[src/rtl/rtc_pkg.sv]
package rtc_pkg;
  localparam int unsigned ADDR_W = 4;

  localparam logic [ADDR_W-1:0] A_SEC   = 4'h0;
  localparam logic [ADDR_W-1:0] A_MIN   = 4'h1;
  localparam logic [ADDR_W-1:0] A_HOUR  = 4'h2;
  localparam logic [ADDR_W-1:0] A_DAY   = 4'h3;
  localparam logic [ADDR_W-1:0] A_DATE  = 4'h4;
  localparam logic [ADDR_W-1:0] A_MON   = 4'h5;
  localparam logic [ADDR_W-1:0] A_YEAR  = 4'h6;
  localparam logic [ADDR_W-1:0] A_ASEC  = 4'h7;
  localparam logic [ADDR_W-1:0] A_AMIN  = 4'h8;
  localparam logic [ADDR_W-1:0] A_AHOUR = 4'h9;
  localparam logic [ADDR_W-1:0] A_ADAY  = 4'hA;
  localparam logic [ADDR_W-1:0] A_CTRL  = 4'hB;
  localparam logic [ADDR_W-1:0] A_STAT  = 4'hC;

  localparam logic [7:0] CTRL_MASK = 8'hF1;
  localparam int unsigned CTRL_HALT = 7;
  localparam int unsigned CTRL_WP   = 6;
  localparam int unsigned CTRL_AIE  = 0;

  function automatic logic [7:0] bcd_inc(input logic [7:0] v);
    if (v[3:0] == 4'd9) return {v[7:4] + 4'd1, 4'd0};
    return {v[7:4], v[3:0] + 4'd1};
  endfunction

  // 10*t + u is divisible by 4 exactly when 2*t + u is
  function automatic logic is_leap(input logic [7:0] y);
    logic [4:0] s;
    s = {y[7:4], 1'b0} + {1'b0, y[3:0]};
    return s[1:0] == 2'b00;
  endfunction

  function automatic logic [7:0] month_last(input logic [7:0] m, input logic [7:0] y);
    case (m)
      8'h02:                      return is_leap(y) ? 8'h29 : 8'h28;
      8'h04, 8'h06, 8'h09, 8'h11: return 8'h30;
      default:                    return 8'h31;
    endcase
  endfunction
endpackage

[src/rtl/rtc_prescaler.sv]
module rtc_prescaler #(
  parameter int unsigned DIV_W = 15
) (
  input  logic clk_i,
  input  logic rst_ni,
  input  logic tick_i,
  input  logic run_i,
  input  logic clr_i,
  output logic pulse_o
);
  localparam logic [DIV_W-1:0] CNT_MAX = {DIV_W{1'b1}};

  logic [DIV_W-1:0] cnt_q;

  assign pulse_o = tick_i && run_i && !clr_i && (cnt_q == CNT_MAX);

  always_ff @(posedge clk_i or negedge rst_ni) begin
    if (!rst_ni)              cnt_q <= '0;
    else if (clr_i)           cnt_q <= '0;
    else if (tick_i && run_i) cnt_q <= cnt_q + 1'b1;
  end

  // a second boundary leaves the divider at zero
  a_r5_wrap_to_zero: assert property (@(posedge clk_i) disable iff (!rst_ni)
    pulse_o |=> (cnt_q == '0));

  // a halted divider holds its count
  a_r6_halt_holds: assert property (@(posedge clk_i) disable iff (!rst_ni)
    (!run_i && !clr_i) |=> $stable(cnt_q));
endmodule

[src/rtl/rtc_timekeeper.sv]
module rtc_timekeeper
  import rtc_pkg::*;
(
  input  logic              clk_i,
  input  logic              rst_ni,
  input  logic              adv_i,
  input  logic              wr_en_i,
  input  logic [ADDR_W-1:0] wr_addr_i,
  input  logic [7:0]        wr_data_i,
  output logic [7:0]        sec_o,
  output logic [7:0]        min_o,
  output logic [7:0]        hour_o,
  output logic [7:0]        day_o,
  output logic [7:0]        date_o,
  output logic [7:0]        mon_o,
  output logic [7:0]        year_o,
  output logic              adv_done_o
);
  logic time_wr, adv;
  logic [7:0] sec_n, min_n, hour_n, day_n, date_n, mon_n, year_n;
  logic c_min, c_hour, c_day, c_mon, c_year;
  logic [7:0] h12;

  assign time_wr = wr_en_i && (wr_addr_i <= A_YEAR);
  assign adv     = adv_i && !time_wr;
  assign h12     = {3'b000, hour_o[4:0]};

  always_comb begin
    sec_n  = sec_o;  min_n  = min_o;  hour_n = hour_o;
    day_n  = day_o;  date_n = date_o; mon_n  = mon_o; year_n = year_o;
    c_hour = 1'b0;   c_day  = 1'b0;   c_mon  = 1'b0;  c_year = 1'b0;

    c_min = (sec_o == 8'h59);
    sec_n = c_min ? 8'h00 : bcd_inc(sec_o);

    if (c_min) begin
      c_hour = (min_o == 8'h59);
      min_n  = c_hour ? 8'h00 : bcd_inc(min_o);
    end

    if (c_hour) begin
      if (hour_o[6]) begin
        if (h12 == 8'h11) begin
          hour_n = {2'b01, ~hour_o[5], 5'h12};
          c_day  = hour_o[5];
        end else if (h12 == 8'h12) begin
          hour_n = {2'b01, hour_o[5], 5'h01};
        end else begin
          hour_n = {2'b01, hour_o[5], bcd_inc(h12)[4:0]};
        end
      end else if (hour_o[5:0] == 6'h23) begin
        hour_n = 8'h00;
        c_day  = 1'b1;
      end else begin
        hour_n = bcd_inc({2'b00, hour_o[5:0]});
      end
    end

    if (c_day) begin
      day_n = (day_o == 8'h07) ? 8'h01 : day_o + 8'h01;
      c_mon = (date_o == month_last(mon_o, year_o));
      date_n = c_mon ? 8'h01 : bcd_inc(date_o);
    end

    if (c_mon) begin
      c_year = (mon_o == 8'h12);
      mon_n  = c_year ? 8'h01 : bcd_inc(mon_o);
    end

    if (c_year) year_n = (year_o == 8'h99) ? 8'h00 : bcd_inc(year_o);
  end

  always_ff @(posedge clk_i or negedge rst_ni) begin
    if (!rst_ni) begin
      sec_o <= 8'h00; min_o <= 8'h00; hour_o <= 8'h00; day_o <= 8'h01;
      date_o <= 8'h01; mon_o <= 8'h01; year_o <= 8'h00; adv_done_o <= 1'b0;
    end else begin
      adv_done_o <= adv;
      if (time_wr) begin
        case (wr_addr_i)
          A_SEC:   sec_o  <= wr_data_i & 8'h7F;
          A_MIN:   min_o  <= wr_data_i & 8'h7F;
          A_HOUR:  hour_o <= wr_data_i & 8'h7F;
          A_DAY:   day_o  <= wr_data_i & 8'h07;
          A_DATE:  date_o <= wr_data_i & 8'h3F;
          A_MON:   mon_o  <= wr_data_i & 8'h1F;
          default: year_o <= wr_data_i;
        endcase
      end else if (adv) begin
        sec_o <= sec_n; min_o <= min_n; hour_o <= hour_n; day_o <= day_n;
        date_o <= date_n; mon_o <= mon_n; year_o <= year_n;
      end
    end
  end

  // seconds 59 rolls to 00 on an advance
  a_r1_sec_roll: assert property (@(posedge clk_i) disable iff (!rst_ni)
    (adv_i && !time_wr && sec_o == 8'h59) |=> (sec_o == 8'h00));

  // day of week leaves 7 only towards 1
  a_r2_day_wrap: assert property (@(posedge clk_i) disable iff (!rst_ni)
    (!time_wr && day_o == 8'h07) |=> (day_o == 8'h07 || day_o == 8'h01));

  // nothing moves without an advance or a write
  a_r6_idle_stable: assert property (@(posedge clk_i) disable iff (!rst_ni)
    (!adv_i && !time_wr) |=> ($stable(sec_o) && $stable(date_o) && $stable(year_o)));
endmodule

[src/rtl/rtc_alarm.sv]
module rtc_alarm
  import rtc_pkg::*;
(
  input  logic              clk_i,
  input  logic              rst_ni,
  input  logic              wr_en_i,
  input  logic [ADDR_W-1:0] wr_addr_i,
  input  logic [7:0]        wr_data_i,
  input  logic [7:0]        sec_i,
  input  logic [7:0]        min_i,
  input  logic [7:0]        hour_i,
  input  logic [7:0]        day_i,
  output logic [7:0]        a_sec_o,
  output logic [7:0]        a_min_o,
  output logic [7:0]        a_hour_o,
  output logic [7:0]        a_day_o,
  output logic              match_o
);
  logic [3:0] fld_hit;

  always_ff @(posedge clk_i or negedge rst_ni) begin
    if (!rst_ni) begin
      a_sec_o <= 8'h00; a_min_o <= 8'h00; a_hour_o <= 8'h00; a_day_o <= 8'h00;
    end else if (wr_en_i) begin
      case (wr_addr_i)
        A_ASEC:  a_sec_o  <= wr_data_i;
        A_AMIN:  a_min_o  <= wr_data_i;
        A_AHOUR: a_hour_o <= wr_data_i;
        A_ADAY:  a_day_o  <= wr_data_i & 8'h87;
        default: ;
      endcase
    end
  end

  // bit 7 of each alarm register masks its field
  assign fld_hit[0] = a_sec_o[7]  || (a_sec_o[6:0]  == sec_i[6:0]);
  assign fld_hit[1] = a_min_o[7]  || (a_min_o[6:0]  == min_i[6:0]);
  assign fld_hit[2] = a_hour_o[7] || (a_hour_o[6:0] == hour_i[6:0]);
  assign fld_hit[3] = a_day_o[7]  || (a_day_o[2:0]  == day_i[2:0]);
  assign match_o    = &fld_hit;

  // with every mask set the alarm matches at any time
  a_r9_all_masked: assert property (@(posedge clk_i) disable iff (!rst_ni)
    (a_sec_o[7] && a_min_o[7] && a_hour_o[7] && a_day_o[7]) |-> match_o);
endmodule

[src/rtl/rtc_cal_core.sv]
module rtc_cal_core
  import rtc_pkg::*;
#(
  parameter int unsigned DIV_W = 15
) (
  input  logic              clk_i,
  input  logic              rst_ni,
  input  logic              tick32k_i,
  input  logic              reg_we_i,
  input  logic              reg_re_i,
  input  logic [ADDR_W-1:0] reg_addr_i,
  input  logic [7:0]        reg_wdata_i,
  output logic [7:0]        reg_rdata_o,
  output logic              irq_o
);
  logic [7:0] ctrl_q;
  logic       irqf_q;
  logic       wr_ok, sec_wr, sec_pulse, adv_done, al_match, stat_rd;
  logic [7:0] sec, min, hour, day, date, mon, year;
  logic [7:0] a_sec, a_min, a_hour, a_day;

  assign wr_ok   = reg_we_i && !ctrl_q[CTRL_WP];
  assign sec_wr  = wr_ok && (reg_addr_i == A_SEC);
  assign stat_rd = reg_re_i && (reg_addr_i == A_STAT);

  rtc_prescaler #(.DIV_W(DIV_W)) u_presc (
    .clk_i, .rst_ni,
    .tick_i (tick32k_i),
    .run_i  (!ctrl_q[CTRL_HALT]),
    .clr_i  (sec_wr),
    .pulse_o(sec_pulse)
  );

  rtc_timekeeper u_tk (
    .clk_i, .rst_ni,
    .adv_i     (sec_pulse),
    .wr_en_i   (wr_ok),
    .wr_addr_i (reg_addr_i),
    .wr_data_i (reg_wdata_i),
    .sec_o     (sec),
    .min_o     (min),
    .hour_o    (hour),
    .day_o     (day),
    .date_o    (date),
    .mon_o     (mon),
    .year_o    (year),
    .adv_done_o(adv_done)
  );

  rtc_alarm u_alarm (
    .clk_i, .rst_ni,
    .wr_en_i  (wr_ok),
    .wr_addr_i(reg_addr_i),
    .wr_data_i(reg_wdata_i),
    .sec_i    (sec),
    .min_i    (min),
    .hour_i   (hour),
    .day_i    (day),
    .a_sec_o  (a_sec),
    .a_min_o  (a_min),
    .a_hour_o (a_hour),
    .a_day_o  (a_day),
    .match_o  (al_match)
  );

  always_ff @(posedge clk_i or negedge rst_ni) begin
    if (!rst_ni) begin
      ctrl_q <= 8'h00;
    end else if (reg_we_i && reg_addr_i == A_CTRL) begin
      if (ctrl_q[CTRL_WP]) ctrl_q[CTRL_WP] <= reg_wdata_i[CTRL_WP];
      else                 ctrl_q <= reg_wdata_i & CTRL_MASK;
    end
  end

  always_ff @(posedge clk_i or negedge rst_ni) begin
    if (!rst_ni)                    irqf_q <= 1'b0;
    else if (adv_done && al_match)  irqf_q <= 1'b1;
    else if (stat_rd)               irqf_q <= 1'b0;
  end

  assign irq_o = irqf_q && ctrl_q[CTRL_AIE];

  always_comb begin
    case (reg_addr_i)
      A_SEC:   reg_rdata_o = sec;
      A_MIN:   reg_rdata_o = min;
      A_HOUR:  reg_rdata_o = hour;
      A_DAY:   reg_rdata_o = day;
      A_DATE:  reg_rdata_o = date;
      A_MON:   reg_rdata_o = mon;
      A_YEAR:  reg_rdata_o = year;
      A_ASEC:  reg_rdata_o = a_sec;
      A_AMIN:  reg_rdata_o = a_min;
      A_AHOUR: reg_rdata_o = a_hour;
      A_ADAY:  reg_rdata_o = a_day;
      A_CTRL:  reg_rdata_o = ctrl_q;
      A_STAT:  reg_rdata_o = {7'd0, irqf_q};
      default: reg_rdata_o = 8'h00;
    endcase
  end

  // a matching advance sets the flag on the next edge
  a_r10_flag_set: assert property (@(posedge clk_i) disable iff (!rst_ni)
    (adv_done && al_match) |=> irqf_q);

  // a status read without a new match clears the flag
  a_r10_flag_clr: assert property (@(posedge clk_i) disable iff (!rst_ni)
    (stat_rd && !(adv_done && al_match)) |=> !irqf_q);

  // protected seconds write leaves seconds alone
  a_r7_wp_blocks: assert property (@(posedge clk_i) disable iff (!rst_ni)
    (ctrl_q[CTRL_WP] && reg_we_i && reg_addr_i == A_SEC && !sec_pulse) |=> $stable(sec));

  // halted clock with no writes keeps seconds
  a_r6_halted: assert property (@(posedge clk_i) disable iff (!rst_ni)
    (ctrl_q[CTRL_HALT] && !reg_we_i) |=> $stable(sec));

  // interrupt output requires the flag
  a_r11_irq_flag: assert property (@(posedge clk_i) disable iff (!rst_ni)
    irq_o |-> irqf_q);
endmodule

[config.mk]
export PLATFORM = sky130hd
export DESIGN_NAME = rtc_cal_core
export DESIGN_NICKNAME = d
export VERILOG_FILES = /design/src/rtl/rtc_pkg.sv /design/src/rtl/rtc_prescaler.sv /design/src/rtl/rtc_timekeeper.sv /design/src/rtl/rtc_alarm.sv /design/src/rtl/rtc_cal_core.sv
export SDC_FILE = /design/constraint.sdc
export NUM_CORES = 1
export LEC_CHECK = 0
export ABC_AREA = 1
export BUFFER_PORTS_ARGS = -buffer_cell sky130_fd_sc_hd__buf_4
export CAP_MARGIN = 30
export CORE_MARGIN = 5
export CORE_UTILIZATION = 40
export DETAILED_ROUTE_END_ITERATION = 12
export PLACE_DENSITY = 0.53
export SKIP_CTS_REPAIR_TIMING = 1
export SYNTH_ARGS = -nofsm -noshare
export SYNTH_HDL_FRONTEND = slang
export SYNTH_SLANG_ARGS = --single-unit
[constraint.sdc]
create_clock -name clk_i -period 5.5 [get_ports clk_i]
set_clock_uncertainty 0.2 [all_clocks]
set_input_delay 0.825 -clock clk_i [delete_from_list [all_inputs] [get_ports clk_i]]
set_output_delay 0.825 -clock clk_i [all_outputs]
set_load 0.02 [all_outputs]
==> flow_summary_export.csv, run 1 <==
group,metric,value,unit
timing,rsz0062_at_grt,"no",
cells_and_area,drive_above_1_share,0.0743,
timing,worst_pin_slew,0.855,ns
timing,max_freq,0.281,GHz
logic_synthesis,ys_warn_count,0,
timing,post-route-min-period,3.56,ns
placement,routabilityCongestion,0.939,
logic_synthesis,syn_area_per_cell,7.45,µm²
setup_path,cp_num_buf_inv,5,
timing,setup_tns,0,ns
setup_path,critPathTopFamily,"simple AND/OR/NAND/NOR gates",
detailed_routing,dr.first_iter.drc_count,497,
timing,worst_slack,1.94,ns
cells_and_area,num_antenna_cells,0,
timing,setup_viol,0,
cts,clk_pin_slew,0.08,ns
grt,grt_pass1_wl,35200,µm
cts,insertion_delay,0.36,ns
detailed_routing,vias,6156,
grt,grt_overflow,0,
logic_synthesis,yosysUniqueCellTypes,40,
cts,cts_sinks,105,
timing,slew_violations,0,
cts,root_buffer,"clkbuf_16",
flow_run,cap_violations,0,
grt,track_usage,0.237,
detailed_routing,drc_errors,0,
setup_path,required,4.47,ns
placement,port_buffers,25,
cts,cts_tree,"built",
logic_synthesis,synth_area,0.00658,mm²
logic_synthesis,synth-main-ff-cell,"dfrtp_1",
setup_path,startpoint_type,"primary input",
cts,cts_buffers,9,
detailed_routing,antenna_left,0,
setup_path,critPathCaptureType,"output pin",
floorplan,initial_core_util,0.411,
floorplan,io_pins,26,
setup_path,arrival,2.54,ns
floorplan,die_w,138,µm
setup_path,path_max_fanout,5,
logic_synthesis,synth-edff-count,0,
placement,dpl_worst_slack,2.01,ns
floorplan,dieHeight,138,µm
floorplan,fp.coreArea,0.0160,mm²
logic_synthesis,synth_seq_cells,105,
cells_and_area,final_util,0.456,
setup_path,worstSetupPathType,"primary input to output pin",
grt,grt_pass1_vias,5825,
hold_path,hold_class,"flip-flop to flip-flop",
cells_and_area,layout-area-overhead-vs-synth,10.7,%
run_status,status,"finished clean",
detailed_routing,routedWlPerCell,20.2,µm
power_and_ir_drop,power_density,380,mW/mm²
setup_path,path_cells,"buf_4, inv_1, nor2_2, inv_1, nor2_1, inv_1, o22ai_1, a221oi_1, nand4_1, buf_4",
setup_path,crit_top_cell,"inv_1",
power_and_ir_drop,ir_worst_vdd,0.000175,V
detailed_routing,vias_per_cell,5.44,
detailed_routing,wl,22900,µm
logic_synthesis,async_flop_share,1.00,
cells_and_area,nets,949,
grt,antenna_found_initial,0,
logic_synthesis,ys_seq_area_frac,0.400,
timing,timing.hold.ws,0.296,ns
floorplan,rows,46,
logic_synthesis,synth_cells,883,
power_and_ir_drop,static-leakage-power,3.48,nW
timing,hold_viol,0,
setup_path,cp_slowest_cell,"nor2_1",
cts,cts_buffer_depth,2,
placement,hpwl,18000,µm
grt,grt_start_max_net_pins,66,
floorplan,die_area,0.0191,mm²
timing,maxSlewHeadroom,0.430,
logic_synthesis,syn-num-nets,922,
setup_path,ff2ff_setup_slack,2.50,ns
cts,htree_levels,3,
detailed_routing,firstDrtPassIters,5,
timing,post-route-period-util,0.647,
setup_path,max_stage_delay,0.36,ns
cell usage in the layout (no fill, tap or decap), types with 2 or more instances in the layout:
cell type   Yosys  layout
nand2_1       203     203
inv_1         117     117
o21ai_0       110     110
dfrtp_1       102     102
nor2_1         76      76
nand3_1        64      64
a21oi_1        27      27
buf_4           2      27
xnor2_1        24      24
ha_1           22      22
xor2_1         18      18
o22ai_1        16      16
a221oi_1       16      16
nand4_1        16      16
nor3_1         12      12
clkbuf_16       0       9
nor2_2          7       7
nand2_2         5       5
o211ai_1        4       4
o21a_1          4       4
o2111ai_1       3       3
a211oi_1        3       3
a31oi_1         3       3
inv_6           0       3
dfstp_2         3       3
nor2_4          2       2
inv_2           2       2
o21ai_2         2       2
clkinvlp_4      0       2
flip-flops by register name (all words and copies together), names as in the netlist, 4 cells and up:
register and flops:
u_presc.cnt_q 15, u_alarm.a_hour_o 8, u_alarm.a_min_o 8, u_alarm.a_sec_o 8, u_tk.date_o 8, u_tk.day_o 8, u_tk.min_o 8, u_tk.mon_o 8
u_tk.sec_o 8, u_tk.year_o 8, u_tk.hour_o 7, ctrl_q 5, u_alarm.a_day_o 4
metrics by stage:
stage / area, µm² / total power, mW / cells
6_report: 7290 / 2.77 / 1131
5_1_grt: 7290 / 2.94 / 1131
3_3_place_gp: 6990 / 2.08 / 1115
3_5_place_dp: 6990 / 2.09 / 1115
4_1_cts: 7290 / 2.77 / 1131
2_1_floorplan: 6580 / 1.76 / 883
cell usage after synthesis (all sizes together) (3+ instances only):
| cell | instances | area, µm² |
|---|---|---|
| xnor2 | 24 | 210 |
| a221oi | 16 | 140 |
| a21oi | 27 | 135 |
| o21a | 4 | 30.0 |
| inv | 119 | 447 |
| ha | 22 | 275 |
| xor2 | 18 | 158 |
| a31oi | 3 | 18.8 |
| nand2 | 208 | 793 |
| clkbuf | 4 | 15.0 |
| nand4 | 16 | 100 |
| dfrtp | 102 | 2550 |
| o21ai | 113 | 573 |
| a211oi | 3 | 22.5 |
| buf | 7 | 52.5 |
| dfstp | 3 | 78.8 |
| nor2 | 85 | 352 |
| o211ai | 5 | 42.5 |
| o2111ai | 3 | 26.3 |
| nor3 | 12 | 60.1 |
| nand3 | 65 | 330 |
| o22ai | 16 | 100 |
power by group:
group	internal [mW]	switching (mW)
combinational	0.329	0.501
clock	0.358	0.320
sequential	0.962	0.295
path summary, 6_finish.rpt:
kind | start | to | depth (start not counted)
setup / recovery | reg_addr_i[2] | reg_rdata_o[3] | 10
hold / removal | u_alarm.a_sec_o[7] | u_alarm.a_sec_o[7] | 2
setup reg to reg | u_tk.min_o[1] | u_tk.mon_o[6] | 12
hold reg to reg | u_alarm.a_sec_o[7] | u_alarm.a_sec_o[7] | 2
max in group asynchronous | rst_ni | ctrl_q[7] | 2
min in group asynchronous | rst_ni | u_tk.mon_o[4] | 1
routing by layer:
layer  share of wire  vias up  GRT usage
met5               0        -          0
met4           0.024        0     0.0686
met3           0.055       34     0.0390
met2            0.47      179      0.384
met1            0.45     2948      0.329
li1                -     2995          -
final cells by class:
type / instances / area [µm²]
fillers: 1681 / 8710
multi-input cells: 648 / 3440
clock buffers: 9 / 225
well taps: 216 / 270
flip-flops and latches: 105 / 2630
repair buffers: 27 / 203
clock inverters: 7 / 76.3
inverters: 119 / 447
worst min-delay path, delay by kind of cell, from the launching register on:
family / cells / cell delay [ns]
AOI/OAI and AO/OA: 1 / 0.06
DFF: 1 / 0.35
and+or+nand+nor: 1 / 0.05
cells by family after synthesis:
group,after synthesis,share of synthesized area
and+or+nand+nor,389,0.252
AOI/OAI and AO/OA,194,0.171
buffers and inverters,130,0.0781
DFF,105,0.400
xor gates and xnor gates,42,0.0559
adders and majority gates,22,0.0418
muxes,1,0.00171
Note: power is estimated with default switching activity, not from simulation.
==> run 2, diff against run 1 <==
==> constraint.sdc (replaced) <==
create_clock -name clk_i -period 3.4 [get_ports clk_i]
set_clock_uncertainty 0.2 [all_clocks]
set_input_delay 0.51 -clock clk_i [delete_from_list [all_inputs] [get_ports clk_i]]
set_output_delay 0.51 -clock clk_i [all_outputs]
set_load 0.02 [all_outputs]
==> flow_summary_export.csv, run 2 (synthesized netlist as in run 1, its figures left out) <==
group,metric,value,unit
timing,post-route-min-period,3.19,ns
timing,setup_tns,0,ns
cells_and_area,num_antenna_cells,0,
cts,cts_sinks,105,
power_and_ir_drop,ir_worst_vdd,0.000315,V
placement,place_area,0.00702,mm²
detailed_routing,vias,6277,
floorplan,initial_core_util,0.411,
cts,cts_tree,"built",
flow_run,cap_violations,0,
floorplan,die_w,138,µm
setup_path,cp_slowest_cell,"nor2_1",
floorplan,rows,46,
grt,grt_pass1_vias,6148,
hold_path,hold_class,"primary input to asynchronous set/reset pin",
cells_and_area,layout_commonest_cell,"nand2_1",
setup_path,r2r-start,"u_tk.sec_o[5]",
setup_path,path_max_fanout,5,
setup_path,arrival,2.48,ns
detailed_routing,antenna_left,0,
setup_path,worstSetupPathType,"primary input to output pin",
grt,grt_start_max_net_pins,61,
cells_and_area,layout-area-overhead-vs-synth,11.2,%
setup_path,critPathTopFamily,"simple AND/OR/NAND/NOR gates",
detailed_routing,drc_errors,0,
setup_path,startpoint_type,"primary input",
floorplan,die_area,0.0191,mm²
power_and_ir_drop,power_density,606,mW/mm²
setup_path,cp_num_buf_inv,5,
cells_and_area,final_cell_area,0.00732,mm²
detailed_routing,vias_per_cell,5.54,
setup_path,crit_top_cell,"inv_1",
detailed_routing,wl,22800,µm
grt,grt_pass1_wl,35800,µm
cells_and_area,layout_common_cells,"nand2_1 (203), inv_1 (117), o21ai_0 (109), dfrtp_1 (102), nor2_1 (76)",
placement,hpwl,17600,µm
timing,worst_pin_slew,0.864,ns
timing,maxSlewHeadroom,0.417,
setup_path,max_stage_delay,0.45,ns
setup_path,path_cells,"buf_4, inv_1, nor2_2, inv_1, nor2_1, inv_1, o22ai_1, a221oi_1, nand4_1, buf_4",
cts,clk_pin_slew,0.07,ns
grt,antenna_found_initial,0,
cells_and_area,largest_reg_flops,15,
cells_and_area,nets,952,
run_status,status,"finished clean",
power_and_ir_drop,total_power,4.43,mW
setup_path,critPathCaptureType,"output pin",
timing,max_freq,0.314,GHz
timing,rsz0062_at_grt,"no",
cells_and_area,fillerInstances,1679,
cells_and_area,drive_above_1_share,0.0773,
power_and_ir_drop,static-leakage-power,3.50,nW
cts,root_buffer,"clkbuf_16",
grt,grt_overflow,0,
setup_path,critPathLaunch,"reg_addr_i[2]",
floorplan,dieHeight,138,µm
timing,post-route-period-util,0.937,
timing,setup_viol,0,
placement,routabilityCongestion,0.963,
cts,insertion_delay,0.36,ns
floorplan,io_pins,26,
setup_path,required,2.69,ns
grt,track_usage,0.239,
detailed_routing,routedWlPerCell,20.1,µm
cts,cts_buffers,9,
detailed_routing,dr.first_iter.drc_count,500,
detailed_routing,firstDrtPassIters,5,
timing,hold_viol,0,
floorplan,fp.coreArea,0.0160,mm²
timing,slew_violations,0,
cts,htree_levels,3,
cts,cts_buffer_depth,2,
placement,port_buffers,25,
cells_and_area,regMostFlops,"u_presc.cnt_q",
==> run 2: cell count changes in the layout (fill, tap and decap cells not counted), sizes merged <==
cell,delta
buf,+3
bufinv,-1
clkbuf,+1
clkinvlp,-1
inv,+1
==> run 2: metal layers <==
| layer | part of all wire | vias to the layer above | global-route usage |
|---|---|---|---|
| li1 | - | 2993 | - |
| met1 | 0.45 | 3042 | 0.327 |
| met2 | 0.47 | 212 | 0.388 |
| met3 | 0.062 | 30 | 0.0479 |
| met4 | 0.022 | 0 | 0.0660 |
| met5 | 0 | - | 0 |
==> run 2: area by class of cell <==
type	instances	area, µm²	share of cell area
Tap cell	216	270	0.0369
Sequential cell	105	2630	0.360
Clock buffer	10	239	0.0327
Inverter	119	447	0.0610
Clock inverter	6	56.3	0.00769
Multi-Input combinational cell	648	3440	0.470
Timing Repair Buffer	30	238	0.0325
==> run 2: worst paths after layout <==
| check | endpoint | slack (ns) | depth (start not counted) |
|---|---|---|---|
| min in group clk_i | ctrl_q[6] | 0.26 | 3 |
| hold / removal | u_tk.year_o[5] | 0.06 | 1 |
| max in group asynchronous | u_presc.cnt_q[3] | 2.18 | 2 |
| setup / recovery | reg_rdata_o[5] | 0.21 | 10 |
| hold reg to reg | u_presc.cnt_q[6] | 0.29 | 1 |
| setup reg to reg | u_tk.mon_o[5] | 0.76 | 12 |
==> run 2: metrics by stage <==
stage / setup WS (ns) / hold slack (ns) / utilization / std cells
global route: 0.118 / 0.135 / 0.457 / 1134
global placement: 0.147 / 0.271 / 0.439 / 1118
finish: 0.214 / 0.0551 / 0.457 / 1134
CTS: 0.133 / 0.0868 / 0.457 / 1134
floorplan: 1.13 / 0.0144 / - / 883
detailed placement: 0.145 / 0.281 / 0.439 / 1118
==> run 2: worst reg2reg max path, stage by stage (launching register included) <==
cell	delay [ns]
dfrtp_1	0.45
inv_1	0.13
ha_1	0.17
nand3_1	0.16
nor2_1	0.26
nand3_1	0.10
or2_1	0.23
nor2_2	0.21
nand2_1	0.10
o21ai_2	0.20
nand2_1	0.19
nand2_1	0.09
nand2_1	0.05
==> run 2: report_power, final <==
part,internal [mW],switching (mW)
clock,0.535,0.535
combinational,0.540,0.818
sequential,1.56,0.445
total,2.63,1.80
==> run 3, diff against run 2 <==
--- a/config.mk
+++ b/config.mk
@@ -10,6 +10,7 @@
 export CAP_MARGIN = 30
 export CORE_MARGIN = 5
 export CORE_UTILIZATION = 40
+export CTS_BUF_LIST = sky130_fd_sc_hd__clkbuf_16
 export DETAILED_ROUTE_END_ITERATION = 12
 export PLACE_DENSITY = 0.53
 export SKIP_CTS_REPAIR_TIMING = 1
==> flow_summary_export.csv, run 3 (synthesized netlist as in run 1, its figures left out) <==
group,metric,value,unit
floorplan,io_pins,26,
floorplan,rows,46,
power_and_ir_drop,power_density,603,mW/mm²
grt,track_usage,0.239,
cts,root_buffer,"clkbuf_16",
setup_path,path_max_fanout,5,
timing,slew_violations,0,
timing,setup_tns,0,ns
cells_and_area,num_antenna_cells,0,
hold_path,hold_class,"primary input to asynchronous set/reset pin",
power_and_ir_drop,static-leakage-power,3.50,nW
floorplan,die_area,0.0191,mm²
timing,rsz0062_at_grt,"no",
run_status,status,"finished clean",
floorplan,fp.coreArea,0.0160,mm²
grt,grt_pass1_wl,35800,µm
grt,grt_start_max_net_pins,61,
cts,cts_sinks,105,
power_and_ir_drop,ir_worst_vdd,0.000313,V
grt,grt_overflow,0,
detailed_routing,wl,22800,µm
floorplan,dieHeight,138,µm
cells_and_area,nets,952,
detailed_routing,dr.first_iter.drc_count,500,
cells_and_area,layout_commonest_cell,"nand2_1",
power_and_ir_drop,power_frac_seq,0.454,
cells_and_area,largest_reg_flops,15,
cells_and_area,layout_common_cells,"nand2_1 (203), inv_1 (117), o21ai_0 (109), dfrtp_1 (102), nor2_1 (76)",
power_and_ir_drop,swShare,0.408,
detailed_routing,vias_per_cell,5.54,
cts,cts_buffers,9,
setup_path,worstReg2RegEnd,"u_tk.mon_o[5]",
placement,hpwl,17600,µm
setup_path,worstSetupPathType,"primary input to output pin",
cells_and_area,layout-area-overhead-vs-synth,11.0,%
setup_path,crit_top_cell,"inv_1",
placement,place_area,0.00702,mm²
detailed_routing,antenna_left,0,
cells_and_area,regMostFlops,"u_presc.cnt_q",
detailed_routing,drc_errors,0,
cts,insertion_delay,0.36,ns
power_and_ir_drop,clockPowerShare,0.237,
grt,grt_pass1_vias,6148,
setup_path,cp_slowest_cell,"nor2_1",
cts,cts_buffer_depth,2,
placement,port_buffers,25,
detailed_routing,vias,6277,
setup_path,arrival,2.48,ns
grt,antenna_found_initial,0,
setup_path,reg2reg_depth,12,
cts,clk_pin_slew,0.07,ns
cts,htree_levels,3,
timing,post-route-period-util,0.937,
cts,cts_tree,"built",
power_and_ir_drop,power_frac_comb,0.308,
setup_path,r2r-start,"u_tk.sec_o[5]",
setup_path,required,2.69,ns
timing,max_freq,0.314,GHz
timing,setup_viol,0,
floorplan,initial_core_util,0.411,
power_and_ir_drop,switchingPower,1.80,mW
timing,post-route-min-period,3.19,ns
timing,worst_pin_slew,0.864,ns
detailed_routing,firstDrtPassIters,5,
timing,maxSlewHeadroom,0.417,
setup_path,startpoint_type,"primary input",
setup_path,max_stage_delay,0.45,ns
placement,routabilityCongestion,0.963,
power_and_ir_drop,power.internal,2.61,mW
timing,hold_viol,0,
setup_path,path_cells,"buf_4, inv_1, nor2_2, inv_1, nor2_1, inv_1, o22ai_1, a221oi_1, nand4_1, buf_4",
cells_and_area,drive_above_1_share,0.0763,
floorplan,die_w,138,µm
flow_run,cap_violations,0,
cells_and_area,final_cell_area,0.00731,mm²
detailed_routing,routedWlPerCell,20.1,µm
setup_path,critPathCaptureType,"output pin",
setup_path,ff2ff_setup_slack,0.76,ns
==> run 3: power groups by stage <==
stage,Clock (mW),Combinational (mW),Sequential (mW)
2_1_floorplan,0,0.988,1.86
3_3_place_gp,0,1.31,2.01
3_5_place_dp,0,1.34,2.01
4_1_cts,1.07,1.35,1.99
5_1_grt,1.12,1.55,2.04
6_report,1.05,1.36,2.00
==> run 3: worst max-delay path by stage <==
stage / from / endpoint / slack, ns / cells after the start
floorplan: reg_addr_i[2] / reg_rdata_o[4] / 1.13 / 6
global placement: reg_addr_i[2] / reg_rdata_o[5] / 0.15 / 9
detailed placement: reg_addr_i[2] / reg_rdata_o[5] / 0.15 / 9
CTS: reg_addr_i[2] / reg_rdata_o[5] / 0.13 / 9
global route: reg_addr_i[2] / reg_rdata_o[5] / 0.12 / 10
finish: reg_addr_i[2] / reg_rdata_o[5] / 0.21 / 10
==> run 3: layout make-up <==
class	count	area, µm²
inverter	119	447
clock inverter	7	60.1
timing repair buffer	30	238
clock buffer	9	225
sequential	105	2630
multi-input combinational	648	3440
tap	216	270
fill	1680	8690
==> run 3: stage by stage <==
step | total power, mW | setup slack [ns] | hold slack [ns] | cells | utilization
finish | 4.41 | 0.214 | 0.0551 | 1134 | 0.457
global route | 4.71 | 0.118 | 0.135 | 1134 | 0.457
CTS | 4.41 | 0.133 | 0.0868 | 1134 | 0.457
detailed placement | 3.35 | 0.145 | 0.281 | 1118 | 0.439
global placement | 3.32 | 0.147 | 0.271 | 1118 | 0.439
floorplan | 2.85 | 1.13 | 0.0144 | 883 | -
==> run 3: layer usage <==
layer / part of all wire / vias up / global-route usage / routed length [µm]
met2: 0.47 / 212 / 0.388 / 10600
li1: - / 2993 / - / -
met1: 0.45 / 3042 / 0.327 / 10200
met5: 0 / - / 0 / 0
met3: 0.062 / 30 / 0.0479 / 1420
met4: 0.022 / 0 / 0.0660 / 507
==> run 3: worst max-delay path: cells and delay by family <==
family                 cells  cell delay (ns)
and+or+nand+nor            3             0.78
AOI/OAI and AO/OA          2             0.48
buffers and inverters      5             0.68
